**src/rtl/msrp_pkg.sv**
```systemverilog
package msrp_pkg;
  typedef enum logic [1:0] {ST_IDLE, ST_ADDR, ST_WAIT_MEM, ST_DONE} lkup_state_e;

  localparam int unsigned IDX_W    = 32;
  localparam int unsigned NUM_WIN  = 3;
  localparam int unsigned WIN_LOG2 = 13;
  // Window k maps to bitmap slot k (slot 0 in the low bits of the vector).
  localparam logic [NUM_WIN*IDX_W-1:0] WIN_BASES =
    {32'hC001_0000, 32'hC000_0000, 32'h0000_0000};
  localparam int unsigned OFF_W = $clog2(NUM_WIN) + WIN_LOG2 + 1;
endpackage

```
**src/rtl/msrp_window_map.sv**
```systemverilog
module msrp_window_map #(
  parameter int unsigned IDX_W    = 32,
  parameter int unsigned NUM_WIN  = 3,
  parameter int unsigned WIN_LOG2 = 13,
  parameter logic [NUM_WIN*IDX_W-1:0] WIN_BASES = '0,
  parameter int unsigned OFF_W    = 16
) (
  input  logic [IDX_W-1:0] idx,
  input  logic             wr_sel,
  output logic             in_window,
  output logic [OFF_W-1:0] bit_off
);
  localparam int unsigned SLOT_W = OFF_W - 1 - WIN_LOG2;

  logic [NUM_WIN-1:0] hit_vec;
  logic [OFF_W-1:0]   off_vec [NUM_WIN];

  for (genvar k = 0; k < NUM_WIN; k++) begin : g_win
    logic [IDX_W-1:0] rel;
    assign rel        = idx - WIN_BASES[k*IDX_W +: IDX_W];
    assign hit_vec[k] = (rel[IDX_W-1:WIN_LOG2] == '0);
    assign off_vec[k] = hit_vec[k] ? {SLOT_W'(k), rel[WIN_LOG2-1:0], wr_sel} : '0;
  end

  always_comb begin
    in_window = |hit_vec;
    bit_off   = '0;
    for (int k = 0; k < NUM_WIN; k++) bit_off = bit_off | off_vec[k];
  end
endmodule

```
**src/rtl/msrp_ctrl.sv**
```systemverilog
module msrp_ctrl
  import msrp_pkg::*;
#(
  parameter int unsigned ADDR_W = 32,
  parameter int unsigned IDX_W  = 32,
  parameter int unsigned OFF_W  = 16
) (
  input  logic              clk,
  input  logic              rst_n,
  input  logic              start,
  input  logic [IDX_W-1:0]  msr_idx,
  input  logic              wr_sel,
  input  logic [ADDR_W-1:0] bitmap_base,
  input  logic              msr_intercept_en,
  output logic [IDX_W-1:0]  idx_q,
  output logic              wr_q,
  input  logic              map_hit,
  input  logic [OFF_W-1:0]  map_off,
  output logic              mem_req_valid,
  input  logic              mem_req_ready,
  output logic [ADDR_W-1:0] mem_req_addr,
  input  logic              mem_rsp_valid,
  input  logic [7:0]        mem_rsp_data,
  output logic              done,
  output logic              exit_req
);
  localparam int unsigned BYTE_W = OFF_W - 3;

  lkup_state_e       st;
  logic [ADDR_W-1:0] base_q;
  logic              en_q;
  logic              req_v;
  logic [ADDR_W-1:0] addr_q;
  logic [2:0]        bitpos_q;
  logic              exit_q;

  always_ff @(posedge clk) begin
    if (!rst_n) begin
      st       <= ST_IDLE;
      idx_q    <= '0;
      wr_q     <= 1'b0;
      base_q   <= '0;
      en_q     <= 1'b0;
      req_v    <= 1'b0;
      addr_q   <= '0;
      bitpos_q <= '0;
      exit_q   <= 1'b0;
    end else begin
      unique case (st)
        ST_IDLE: if (start) begin
          idx_q  <= msr_idx;
          wr_q   <= wr_sel;
          base_q <= bitmap_base;
          en_q   <= msr_intercept_en;
          st     <= ST_ADDR;
        end
        ST_ADDR: begin
          if (!en_q) begin
            exit_q <= 1'b0;
            st     <= ST_DONE;
          end else if (!map_hit) begin
            exit_q <= 1'b1;
            st     <= ST_DONE;
          end else begin
            addr_q   <= base_q + ADDR_W'(map_off[OFF_W-1 -: BYTE_W]);
            bitpos_q <= map_off[2:0];
            req_v    <= 1'b1;
            st       <= ST_WAIT_MEM;
          end
        end
        ST_WAIT_MEM: begin
          if (req_v) begin
            if (mem_req_ready) req_v <= 1'b0;
          end else if (mem_rsp_valid) begin
            exit_q <= mem_rsp_data[bitpos_q];
            st     <= ST_DONE;
          end
        end
        ST_DONE: st <= ST_IDLE;
        default: st <= ST_IDLE;
      endcase
    end
  end

  assign mem_req_valid = req_v;
  assign mem_req_addr  = addr_q;
  assign done          = (st == ST_DONE);
  assign exit_req      = done & exit_q;

  assert_req_hold_R8: assert property (@(posedge clk) disable iff (!rst_n)
    (mem_req_valid && !mem_req_ready) |=> (mem_req_valid && $stable(mem_req_addr)));

  assert_done_pulse_R9: assert property (@(posedge clk) disable iff (!rst_n)
    done |=> !done);

  assert_done_after_rsp_R9: assert property (@(posedge clk) disable iff (!rst_n)
    (st == ST_WAIT_MEM && !req_v && mem_rsp_valid) |=> done);

  assert_bypass_no_req_R6: assert property (@(posedge clk) disable iff (!rst_n)
    (st == ST_ADDR && !(en_q && map_hit)) |=> (done && !mem_req_valid));

  assert_disabled_no_exit_R7: assert property (@(posedge clk) disable iff (!rst_n)
    (st == ST_ADDR && !en_q) |=> !exit_req);

  assert_start_ignored_R10: assert property (@(posedge clk) disable iff (!rst_n)
    (st != ST_IDLE && start) |=> ($stable(idx_q) && $stable(wr_q)));
endmodule

```
**src/rtl/msr_perm_check.sv**
```systemverilog
module msr_perm_check
  import msrp_pkg::*;
#(
  parameter int unsigned ADDR_W = 32
) (
  input  logic              clk,
  input  logic              rst_n,
  input  logic              start,
  input  logic [31:0]       msr_idx,
  input  logic              wr_sel,
  input  logic [ADDR_W-1:0] bitmap_base,
  input  logic              msr_intercept_en,
  output logic              mem_req_valid,
  input  logic              mem_req_ready,
  output logic [ADDR_W-1:0] mem_req_addr,
  input  logic              mem_rsp_valid,
  input  logic [7:0]        mem_rsp_data,
  output logic              done,
  output logic              exit_req
);
  logic [IDX_W-1:0] idx_q;
  logic             wr_q;
  logic             map_hit;
  logic [OFF_W-1:0] map_off;

  msrp_window_map #(
    .IDX_W(IDX_W), .NUM_WIN(NUM_WIN), .WIN_LOG2(WIN_LOG2),
    .WIN_BASES(WIN_BASES), .OFF_W(OFF_W)
  ) i_map (
    .idx(idx_q), .wr_sel(wr_q), .in_window(map_hit), .bit_off(map_off)
  );

  msrp_ctrl #(.ADDR_W(ADDR_W), .IDX_W(IDX_W), .OFF_W(OFF_W)) i_ctrl (
    .clk(clk), .rst_n(rst_n), .start(start), .msr_idx(msr_idx),
    .wr_sel(wr_sel), .bitmap_base(bitmap_base),
    .msr_intercept_en(msr_intercept_en),
    .idx_q(idx_q), .wr_q(wr_q), .map_hit(map_hit), .map_off(map_off),
    .mem_req_valid(mem_req_valid), .mem_req_ready(mem_req_ready),
    .mem_req_addr(mem_req_addr), .mem_rsp_valid(mem_rsp_valid),
    .mem_rsp_data(mem_rsp_data), .done(done), .exit_req(exit_req)
  );
endmodule

```
**config.mk**
```make
export PLATFORM = sky130hd
export DESIGN_NAME = msr_perm_check
export DESIGN_NICKNAME = d
export VERILOG_FILES = /design/src/rtl/msrp_pkg.sv /design/src/rtl/msrp_window_map.sv /design/src/rtl/msrp_ctrl.sv /design/src/rtl/msr_perm_check.sv
export SDC_FILE = /design/constraint.sdc
export NUM_CORES = 1
export LEC_CHECK = 0
export ABC_AREA = 1
export BUFFER_PORTS_ARGS = -buffer_cell sky130_fd_sc_hd__buf_4
export CAP_MARGIN = 25
export CORE_AREA = 2 2 161 163
export CTS_CLUSTER_DIAMETER = 200
export DETAILED_ROUTE_END_ITERATION = 6
export DIE_AREA = 0 0 163 165
export SETUP_SLACK_MARGIN = 0.05
export SYNTH_ARGS = -nofsm -noshare
export SYNTH_HDL_FRONTEND = slang
export SYNTH_HIERARCHICAL = 1
export SYNTH_SLANG_ARGS = --single-unit
export TNS_END_PERCENT = 50
```
**constraint.sdc**
```tcl
create_clock -name clk -period 7.75 [get_ports clk]
set_input_delay 0.3875 -clock clk [delete_from_list [all_inputs] [get_ports clk]]
set_output_delay 0.3875 -clock clk [all_outputs]
set_load 0.005 [all_outputs]
```
After elaboration in Yosys (flattened, before gate mapping)

Index checks and enable logic that the tools add are counted.

Bits in registers: 105
Input port bits: 79
Output and inout port bits: 35
Logic and storage cells: 57

Add/subtract/negate cells: 3
Order comparisons: 1
Eq/ne operators: 9
Muxes and demuxes: 21
Bitwise operators: 3
Reductions and logical operators: 11

Operators by type and width:

| kind                                                                         | count |
|---|---|
| 32-bit subtractor, second input constant                                     | 2 |
| 19-bit zero test                                                             | 3 |
| 32-bit by 13-bit adder with 32-bit output                                    | 1 |
| 16-bit bitwise OR                                                            | 2 |
| 16-bit 2-to-1 mux                                                            | 1 |
| 15-bit 2-to-1 mux                                                            | 1 |
| 14-bit 2-to-1 mux                                                            | 1 |
| 1-bit 2-to-1 mux                                                             | 10 |
| 3-bit AND reduction                                                          | 3 |
| 2-bit 2-to-1 mux                                                             | 4 |
| 2-bit case mux with 4 select lines                                           | 1 |
| 2-bit != test, second input constant                                         | 3 |
| 2-bit equality test, second input constant                                   | 2 |
| 3-bit by 4-bit less-than comparator with 1-bit output, second input constant | 1 |
| 2-bit by 1-bit != test with 1-bit output, second input constant              | 2 |
| 1-bit case mux with 2 select lines                                           | 2 |
| 4-bit AND reduction                                                          | 1 |
| 1-bit binary-select mux with 3-bit select                                    | 1 |
| 3-bit != test, second input constant                                         | 1 |
| 3-bit OR reduction                                                           | 1 |
| 2-bit by 1-bit equality test with 1-bit output, second input constant        | 1 |
| 2-bit zero test                                                              | 1 |
| 2-bit AND reduction                                                          | 1 |
| 2-bit nonzero test                                                           | 1 |
| 1-bit AND                                                                    | 1 |

Logic depth before layout (Yosys ltp)

Gate-level depths: netlist of run 1.

Depth after elaboration: 6
Gate-level depth with buffers: 27
Depth with buffers taken out: 26

Cells and area by module

Netlist of run 1, hierarchy kept.

Modules (own cells, without submodules):

| module          | times used | cells each | area an instance (um2) | sequential area each (um2) |
|---|---|---|---|---|
| msrp_ctrl       | 1          | 827        | 5540.3                 | 2102.0 |
| msrp_window_map | 1          | 122        | 623.1                  | 0.0 |

Worst setup path after synthesis of run 1

OpenSTA, ideal clock, no wires.

Kind: register -> register
Start: register i_ctrl.idx_q[16]
End: register i_ctrl.addr_q[30] (netlist: i_ctrl/mem_req_addr[30])
Setup time: 109 ps
Arrival time: 2581 ps
Required time: 7641 ps
Slack: 5060 ps
Stages on the path, launching flop included: 24
Path through: dfxtp_1 > inv_1 > ha_1 > inv_1 > nor2_1 > nand3_1 > nand2_1 > nor2_1 > nand2_2 > nor2_4 > nor2_4 > nor2_1 > ha_1 > fa_1 > nand3_1 > nand3_2 > nand2_1 > nand2_1 > nand2_1 > nand2_2 > nand3b_1 > nand3_1 > nand2_1 > inv_1

Elaborated cells on any way between the ends: 13

RTL lines:

| what                                      | RTL line              | RTL |
|---|---|---|
| start: declaration                        | msrp_ctrl.sv:15       | `output logic [IDX_W-1:0] idx_q,` |
| start signal: assignment                  | msrp_ctrl.sv:51       | `idx_q <= msr_idx;` |
| 32-bit subtractor                         | msrp_window_map.sv:20 | `assign rel = idx - WIN_BASES[k*IDX_W +: IDX_W];` |
| 19-bit zero test                          | msrp_window_map.sv:21 | `assign hit_vec[k] = (rel[IDX_W-1:WIN_LOG2] == '0);` |
| 16-bit 2-to-1 mux                         | msrp_window_map.sv:22 | `assign off_vec[k] = hit_vec[k] ? {SLOT_W'(k), rel[WIN_LOG2-1:0], wr_sel} : '0;` |
| 16-bit bitwise OR                         | msrp_window_map.sv:28 | `for (int k = 0; k < NUM_WIN; k++) bit_off = bit_off \| off_vec[k];` |
| net map_off[15]                           | msr_perm_check.sv:24  | `logic [OFF_W-1:0] map_off;` |
| 32-bit by 13-bit adder with 32-bit output | msrp_ctrl.sv:65       | `addr_q <= base_q + ADDR_W'(map_off[OFF_W-1 -: BYTE_W]);` |
| end signal: assignment                    | msrp_ctrl.sv:65       |  |
| end: declaration                          | msrp_ctrl.sv:33       | `logic [ADDR_W-1:0] addr_q;` |

The timed path passes the listed nets, and every way through them passes these cells.
A chain may end at the register's enable or synchronous reset.

Worst setup path in the final report of run 1

Ends and elaborated chain as after synthesis.

==> impl_metrics.ini, run 1 <==
[grt]
grt_start_max_net_pins = 104
grt_antenna_before_repair = 0
globalRoute.totalOverflow = 0
grt_pass1_wl_um = 29100
grt_pass1_vias = 5748
grt_util_all_layers_pct = 13.6

[sta]
hold_violation_total_from_the_final_report = 0
min_period_over_period_pct = 45.7
worst_pin_slew_ns = 0.943
rsz0062_at_grt = false
drv_slew = 0
final-setup-viol-count = 0
timing.setup.tns_ns = 0
finalCriticalPeriod_ns = 3.54
max_freq_ghz = 0.282
maxSlewHeadroom_pct = 37.1
final.setup_skew_ns = 0.00785

[synth]
synthDominantCellAreaShare_pct = 34.1
ffs_w_async_s_r_synth_pct = 0
most_repeated_cell_in_the_gate_level_netlist_after_synthesis = nand2_1
synth-edff-count = 0
synth_area_per_cell_um2 = 6.49
yosys.cell_types.count = 35
synth.net_count = 1048
synthesis.area_um2 = 6160
synth-main-ff-cell = dfxtp_1
ys_ff_latch = 105
ys_top_cells_by_area = dfxtp_1 (34%), nand2_1 (11%), nor2_1 (11%), o21ai_0 (7.9%), inv_1 (7.5%)
cells_after_synth = 949
yosys_warnings = 6
most_used_standard_cells_in_the_synthesized_netlist = nand2_1 (188), nor2_1 (181), inv_1 (123), dfxtp_1 (105), o21ai_0 (97)
yosys.area.top_type = dfxtp_1
yosysSeqAreaShare_pct = 34.1

[finish]
final-instance-count-excl-fill = 1378
num-nets-final = 1142
syn2layout_area_growth_pct = 23.1
fillers = 2795
layout-drive-gt1-share_pct = 17.9
insertedDiodeCount = 0

[cts]
worst_skew_pair.late_latency_ns = 0.36
post_cts_hold_buffer_count = 0
clock_sinks = 105
cts_made_buffers = 9
clk_path_buf_depth = 2
postCtsResizedCells = 0
clock_h_tree_levels = 3
postCtsSetupRepairBufs = 0
tritoncts = built
clk_root_buffer_cell = clkbuf_16
clock_pin_slew_on_the_worst_setup_and_hold_paths_ns = 0.07

[flow_run]
max_cap_viol_count = 0

[drt]
drt_first_pass_iters = 4
detail-route-antenna-nets = 0
routed_via_density = 4.29
routed_wirelength_um = 17900
dr_total_vias = 5913
drc_errors = 0
drt_iter0_drc = 314
drt-wirelength-per-cell_um = 13.0

[floorplan]
initial_core_util_pct = 24.6
chipHeight_um = 165
die_area_um2 = 26900
die_width_um = 163
rows = 58
design.portCount = 114
core_area_um2 = 25000

[worst_hold_path]
hold_path_end = i_ctrl/idx_q[16]
min_path_cells = 3
min_path_type = in2reg
hp-start = msr_idx[16]

[setup_path]
critical_path.reg2reg.startpoint = i_ctrl/idx_q[16]
critPathKind = reg2reg
worstPathMaxFanout = 15
startpoint_type = register
r2r_cells = 23
reg2reg_setup_slack_ns = 4.21
critPathArrivalTime_ns = 3.80
worst_r2r_endpoint = i_ctrl/mem_req_addr[30]
cp_data_required_time_ns = 8.01
cp-end-kind = register

[placement]
placement.io_buffers = 113
post-dp-hpwl_um = 13700
routabilityCongestion = 0.914
numPlacedInstances = 1362

[outcome]
outcome = finished clean

[pwr]
power_per_cell_area_nw_per_um2 = 230
vdd.ir_drop.worst_mv = 0.106
cellLeakagePower_uw = 0.00362
## how the worst max path moves through the flow
stage	from	endpoint	slack (ns)
after global placement	i_ctrl/idx_q[18]	i_ctrl/mem_req_addr[30]	4.27
after CTS	i_ctrl/idx_q[16]	i_ctrl/mem_req_addr[30]	4.19
after detailed placement	i_ctrl/idx_q[16]	i_ctrl/mem_req_addr[30]	4.22
final	i_ctrl/idx_q[16]	i_ctrl/mem_req_addr[30]	4.21
after floorplan	i_ctrl/idx_q[16]	i_ctrl/mem_req_addr[30]	5.06
after global routing	i_ctrl/idx_q[21]	i_ctrl/mem_req_addr[30]	3.83
## cells in the final DEF (no fill, tap or decap), types with 2 or more instances in the layout
| master | count |
|---|---|
| and2_1 | 3 |
| nor2_1 | 180 |
| nand3_1 | 61 |
| nor2_4 | 18 |
| o21bai_1 | 8 |
| nand3_2 | 6 |
| nand2_2 | 12 |
| nor3_1 | 2 |
| nand2_1 | 187 |
| a21oi_1 | 34 |
| clkbuf_8 | 2 |
| nand4_1 | 4 |
| nor2_2 | 10 |
| buf_4 | 115 |
| inv_2 | 7 |
| o21a_1 | 18 |
| o211ai_1 | 2 |
| o21ai_0 | 97 |
| ha_1 | 19 |
| xor2_1 | 8 |
| clkbuf_16 | 9 |
| nor3_2 | 2 |
| clkinv_4 | 2 |
| nand3b_1 | 4 |
| inv_1 | 123 |
| dfxtp_1 | 105 |
## critical path, cell delays in order, from the launching register on
cell,delay [ns]
dfxtp_1,0.31
inv_1,0.08
ha_1,0.19
inv_1,0.06
nor2_1,0.15
nand3_1,0.09
nand2_1,0.07
nor2_1,0.04
nand2_2,0.08
nor2_4,0.05
nor2_4,0.54
nor2_1,0.09
ha_1,0.28
fa_1,0.44
nand3_1,0.13
nand3_2,0.13
nand2_1,0.09
nand2_1,0.12
nand2_1,0.12
nand2_2,0.07
nand3b_1,0.09
nand3_1,0.08
nand2_1,0.08
inv_1,0.03
## cell families (layout without fill, tap and decap cells)
logic type / count (synthesis) / after routing / share of synthesized area (%)
buffers and inverters: 162 / 261 / 10.4
AND/OR/NAND/NOR: 492 / 492 / 35.8
XOR/XNOR: 8 / 8 / 1.14
flip-flops: 105 / 105 / 34.1
AO/OA/AOI/OAI: 162 / 162 / 14.4
adder cells (fa/ha/maj): 20 / 20 / 4.18
## registers in the layout, indices dropped and copies added (netlist names)
signal	cells
i_ctrl/st	2
i_ctrl/mem_req_valid	1
i_ctrl/idx_q	32
i_ctrl/wr_q	1
i_ctrl/mem_req_addr	32
i_ctrl/exit_q	1
i_ctrl/bitpos_q	3
i_ctrl/base_q	32
i_ctrl/en_q	1
## cell type report
type                            count  area, um2  share of cell area (%)
Multi-Input combinational cell    682       3430                    45.2
Sequential cell                   105       2100                    27.7
Inverter                          130        488                    6.43
Tap cell                          330        413                    5.44
Timing Repair Buffer              115        863                    11.4
Clock buffer                       11        253                    3.33
Clock inverter                      5       38.8                   0.511
## through the flow
| stage | hold WS (ns) | worst slack [ns] | util, % | cell area, um2 | power, uW |
|---|---|---|---|---|---|
| floorplan | 0.444 | 5.06 | - | 6160 | 1140 |
| global placement | 0.463 | 4.27 | 29.2 | 7300 | 1300 |
| detailed placement | 0.470 | 4.22 | 29.2 | 7300 | 1300 |
| CTS | 0.261 | 4.19 | 30.3 | 7590 | 1770 |
| finish | 0.282 | 4.21 | 30.3 | 7590 | 1740 |
| global route | 0.280 | 3.83 | 30.3 | 7590 | 1880 |
## power by group
| group | total [uW] | internal (uW) | switching, uW |
|---|---|---|---|
| Combinational | 540 | 198 | 342 |
| Sequential | 749 | 646 | 103 |
| Clock | 454 | 238 | 217 |
## per-layer routing
layer	vias up	part of all wire [%]	GRT usage, %
met1	2597	50	18.1
met4	0	2.4	5.19
met5	-	0	0
li1	3176	-	-
met2	117	44	21.8
met3	23	3.7	2.54
(Power assumes the default switching activity.)
==> inputs of run 2 (changes only) <==
Clock period 7.75 ns to 3.2 ns, I/O delays scaled along.
==> run 2 against run 1 <==
Non-clock buffer count increased by 23; critical path depth increased by 2; critical endpoint is now i_ctrl/mem_req_addr[24]; clock-buffer cell count decreased by 2.
==> impl_metrics.ini, run 2 (synthesis results as in run 1) <==
[sta]
min_period_over_period_pct = 91.3
maxSlewHeadroom_pct = 39.4
worst_pin_slew_ns = 0.909
final.setup_skew_ns = 0.0134
max_freq_ghz = 0.342
drv_slew = 0
finalCriticalPeriod_ns = 2.92
final-setup-viol-count = 0
setup_ws_ns = 0.280
timing.setup.tns_ns = 0
hold_violation_total_from_the_final_report = 0
rsz0062_at_grt = false

[drt]
drc_errors = 0
detail-route-antenna-nets = 0
drt_first_pass_iters = 4
routed_via_density = 4.29
drt_iter0_drc = 352
routed_wirelength_um = 18100
dr_total_vias = 6015
drt-wirelength-per-cell_um = 12.9

[cts]
cts_made_buffers = 9
clk_path_buf_depth = 2
clock_pin_slew_on_the_worst_setup_and_hold_paths_ns = 0.08
clock_h_tree_levels = 3
clock_sinks = 105
clk_root_buffer_cell = clkbuf_16
tritoncts = built
worst_skew_pair.late_latency_ns = 0.36

[grt]
globalRoute.totalOverflow = 0
grt_pass1_wl_um = 28800
grt_antenna_before_repair = 0
grt_pass1_vias = 5679
grt_util_all_layers_pct = 13.5
grt_start_max_net_pins = 104

[worst_hold_path]
min_path_type = in2reg

[setup_path]
reg2reg_setup_slack_ns = 0.28
cp-end-kind = register
worstPathMaxFanout = 4
critical_path_cell_count = 25
critPathKind = reg2reg
largest_delay_contributor_family_on_the_critical_path = simple AND/OR/NAND/NOR gates
critical_path.n_buffers_inverters = 4
startpoint_type = register
critical_path.reg2reg.startpoint = i_ctrl/idx_q[17]
cell_with_the_biggest_individual_delay_on_the_critical_path = dfxtp_2
critPathArrivalTime_ns = 3.19
r2r_cells = 25
setup.worst_path.end = i_ctrl/mem_req_addr[24]
cpPeakStageDelay_ns = 0.33
cp_data_required_time_ns = 3.47
path_common_cell = nand2_1
worst_r2r_endpoint = i_ctrl/mem_req_addr[24]
worst_setup_path_startpoint = i_ctrl/idx_q[17]

[finish]
layout-drive-gt1-share_pct = 24.7
final_util_pct = 32.1
regArea_um2 = 2110
fillers = 2731
insertedDiodeCount = 0
top_library_cells_by_usage_in_the_layout_fill_and_taps_aside = nand2_1 (173), nor2_1 (169), buf_4 (136), inv_1 (121), dfxtp_1 (97)
syn2layout_area_growth_pct = 30.3
num-nets-final = 1165
multiInputGateArea_um2 = 3670
mostFrequentLayoutCell = nand2_1

[pwr]
cellLeakagePower_uw = 0.00375
vdd.ir_drop.worst_mv = 0.240
power_per_cell_area_nw_per_um2 = 542

[floorplan]
rows = 58
chipHeight_um = 165
die_width_um = 163
design.portCount = 114
initial_core_util_pct = 24.6
die_area_um2 = 26900
core_area_um2 = 25000

[flow_run]
max_cap_viol_count = 0

[outcome]
outcome = finished clean

[placement]
worst_case_setup_slack_after_placement_ns = 0.0915
post-dp-hpwl_um = 13900
routabilityCongestion = 0.893
placement.io_buffers = 113
-- run 2: worst register-to-register path, stage by stage (launching register included) --
cell and delay (ns):
dfxtp_2 0.33, inv_1 0.09, ha_4 0.14, nand2_1 0.06, nor2_2 0.14, nand2_1 0.06
nand2_1 0.05, nand2_1 0.07, nor2_2 0.11, nand3_2 0.08, nor2_4 0.15, nor2_4 0.06
buf_4 0.14, nor2_4 0.10, ha_4 0.23, nand2_1 0.08, nand2_1 0.08, buf_4 0.15
a21oi_1 0.16, nand2_2 0.11, nand2_1 0.11, nand2_2 0.08, nand3_1 0.08, nand3_1 0.09
nand2_1 0.07, inv_1 0.03
-- run 2: routing by layer --
metal	share of wire [%]	vias to the layer above	wire length [um]	GRT usage, %
met5	0	-	0	0
met4	1.1	0	198	3.22
met3	3.4	13	621	2.64
li1	-	3225	-	-
met2	46	107	8310	22.1
met1	49	2670	8940	18.4
-- run 2: worst min path at each step --
stage / slack, ns / startpoint / depth (start not counted) / to
CTS: 0.04 / msr_idx[14] / 3 / i_ctrl/idx_q[14]
floorplan: 0.33 / bitmap_base[0] / 2 / i_ctrl/base_q[0]
global route: 0.05 / msr_idx[14] / 3 / i_ctrl/idx_q[14]
detailed placement: 0.42 / msr_idx[30] / 3 / i_ctrl/idx_q[30]
global placement: 0.41 / bitmap_base[2] / 3 / i_ctrl/base_q[2]
finish: 0.05 / msr_idx[6] / 3 / i_ctrl/idx_q[6]
-- run 2: final cells by class --
cell class	instances	area share (%)
well taps	330	5.14
inverters	130	6.08
clock buffers	9	2.81
flip-flops and latches	105	26.3
multi-input cells	682	45.8
clock inverters	7	0.764
repair buffers	138	13.2
-- run 2: what timing repair did --
item | CTS | global route
setup buffers | 0 | 3
hold buffers | 0 | 0
setup endpoints to repair | 0 | 27
gates resized for setup | 0 | 68
-- run 2: power by group --
group          total (uW)  switching (uW)  internal, uW
combinational        1420             856           562
clock                1100             553           544
sequential           1840             266          1570
total                4350            1680          2680
-- run 2: metrics by stage --
step	area, um2	cells	power (uW)	hold slack [ns]
floorplan	6160	949	2760	0.327
global placement	7460	1382	3180	0.414
detailed placement	7460	1382	3190	0.417
CTS	7750	1398	4300	0.0401
global route	8030	1401	4680	0.0468
finish	8030	1401	4350	0.0499
==> inputs of run 3 (changes only) <==
Clock period 3.2 ns to 2.4 ns, I/O delays scaled along.
==> run 3 against run 2 <==
The flow now finishes with violations (negative setup slack); critical path depth decreased by 1; first-iteration DRC count is 21% lower; setup slack got worse by 0.77 ns; hold slack lost 0.039 ns; critical path type unchanged.
==> impl_metrics.ini, run 3 (synthesis results as in run 1) <==
[cts]
clk_path_buf_depth = 2
clock_pin_slew_on_the_worst_setup_and_hold_paths_ns = 0.07
worst_skew_pair.late_latency_ns = 0.36
clock_sinks = 105
clock_h_tree_levels = 3
tritoncts = built
cts_made_buffers = 9
clk_root_buffer_cell = clkbuf_16

[floorplan]
die_width_um = 163
die_area_um2 = 26900
rows = 58
design.portCount = 114
initial_core_util_pct = 24.6
core_area_um2 = 25000
chipHeight_um = 165

[sta]
drv_slew = 0
finalCriticalPeriod_ns = 2.89
min_period_over_period_pct = 120
worst_pin_slew_ns = 0.960
worst_hold_slack_ns = 0.0108
final-setup-viol-count = 37
max_freq_ghz = 0.346
final.setup_skew_ns = 0.0122
setup_ws_ns = -0.492
rsz0062_at_grt = true
maxSlewHeadroom_pct = 36.0
hold_violation_total_from_the_final_report = 0

[setup_path]
startpoint_type = register
cp_data_required_time_ns = 2.70
critPathArrivalTime_ns = 3.20
cp-end-kind = register
worstPathMaxFanout = 5
critPathKind = reg2reg
r2r_cells = 24
reg2reg_setup_slack_ns = -0.49

[grt]
grt.met3_usage_pct = 2.91
grt.met2_usage_pct = 24.1
globalRoute.busiestLayer = met2
grt_util_all_layers_pct = 14.2
grt.met1_usage_pct = 18.0
grt_antenna_before_repair = 1
grt_pass1_vias = 6203
grt_start_max_net_pins = 71
grt_pass1_wl_um = 30300
globalRoute.totalOverflow = 0

[outcome]
failed_checks = negative setup slack
outcome = finished, violations left

[drt]
drt_iter0_drc = 277
routed_via_density = 4.33
detail-route-antenna-nets = 0
drc_errors = 0
routed_wirelength_um = 19100
drt_first_pass_iters = 4
dr_total_vias = 6280
drt-wirelength-per-cell_um = 13.1

[pwr]
cellLeakagePower_uw = 0.00424
p_int_uw = 3880
pwr-share-comb_pct = 36.4
vdd.ir_drop.worst_mv = 0.357
power_per_cell_area_nw_per_um2 = 698
clock_power_share_pct = 24.2
swShare_pct = 38.1
seq_power_share_pct = 39.3
power_switching_uw = 2390

[worst_hold_path]
min_path_type = in2reg
min_path_cells = 3

[finish]
mostFrequentLayoutCell = buf_4
finalInstanceArea_um2 = 8970
syn2layout_area_growth_pct = 45.6
top_library_cells_by_usage_in_the_layout_fill_and_taps_aside = buf_4 (176), nor2_1 (159), nand2_1 (130), inv_1 (106), dfxtp_1 (95)
num-nets-final = 1215
layout-drive-gt1-share_pct = 36.2
fillers = 2635

[flow_run]
max_cap_viol_count = 0

[placement]
post-dp-hpwl_um = 14500
routabilityCongestion = 0.912
place_area_um2 = 8010
placement.io_buffers = 113
[run 3: cell count changes in the layout (fill, tap and decap cells not counted), moves of 15 or more]
cell	delta
nand2_1	-43
nand2_2	+24
inv_1	-15
nand2_4	+19
buf_4	+40
[run 3: power groups by stage]
stage	Clock [uW]	Combinational, uW	Sequential [uW]
finish	1520	2280	2460
CTS	1560	2150	2440
global placement	0	2010	2450
floorplan	0	1400	2370
global route	1620	2590	2510
detailed placement	0	2040	2460
[run 3: layout make-up]
| cell class | count | area (um2) | share of cell area [%] |
|---|---|---|---|
| Multi-Input combinational cell | 682 | 4120 | 46.0 |
| Sequential cell | 105 | 2120 | 23.6 |
| Timing Repair Buffer | 188 | 1520 | 16.9 |
| Inverter | 130 | 495 | 5.52 |
| Tap cell | 330 | 413 | 4.60 |
| Clock buffer | 9 | 225 | 2.51 |
| Clock inverter | 7 | 76.3 | 0.851 |
| Antenna cell | 1 | 2.50 | 0.0279 |
[run 3: path summary, 6_finish.rpt]
kind / start / to
max reg2reg: i_ctrl/idx_q[16] / i_ctrl/mem_req_addr[10]
min reg2reg: i_ctrl/idx_q[13] / i_ctrl/idx_q[13]
max: i_ctrl/idx_q[16] / i_ctrl/mem_req_addr[10]
min: msr_idx[16] / i_ctrl/idx_q[16]
[run 3: critical path, stage by stage, from the launching register on]
cell and delay (ns):
dfxtp_2 0.35, inv_4 0.05, ha_4 0.24, nand3b_1 0.06
nor2_1 0.09, nand3_1 0.10, nor2_1 0.14, nand3_2 0.11
nor2_4 0.14, nor2_4 0.07, buf_12 0.15, nor2_4 0.10
ha_4 0.24, nand2_2 0.09, nand2_1 0.10, nand2_1 0.08
nand2_1 0.07, nand2_2 0.08, nand3_4 0.13, buf_12 0.16
nand2_2 0.04, inv_1 0.03, o21ai_1 0.11, nand2_1 0.06
inv_1 0.04
[run 3: timing repair]
action                                 4_1_cts  5_1_grt
gates cloned                                 0        1
hold buffers                                 2        0
setup buffers                                1        6
setup endpoints to repair                   37       38
pin swaps                                   13       53
gates resized for setup                     84       84
endpoints found under the hold margin        2        0
[run 3: layer usage]
| metal | wire length [um] | vias to the layer above |
|---|---|---|
| met5 | 0 | - |
| met4 | 346 | 0 |
| met3 | 788 | 23 |
| met2 | 9260 | 112 |
| met1 | 8690 | 2823 |
| li1 | - | 3322 |
[run 3: metrics by stage]
stage | utilization, % | setup TNS, ns | std cells | power (uW) | setup slack, ns
finish | 35.8 | -12.28 | 1452 | 6260 | -0.492
global route | 35.8 | -19.88 | 1451 | 6730 | -0.664
CTS | 34.4 | -10.17 | 1445 | 6160 | -0.443
detailed placement | 32.0 | -13.63 | 1426 | 4500 | -0.587
global placement | 32.0 | -12.12 | 1426 | 4460 | -0.577
floorplan | - | -2.96 | 949 | 3780 | -0.171
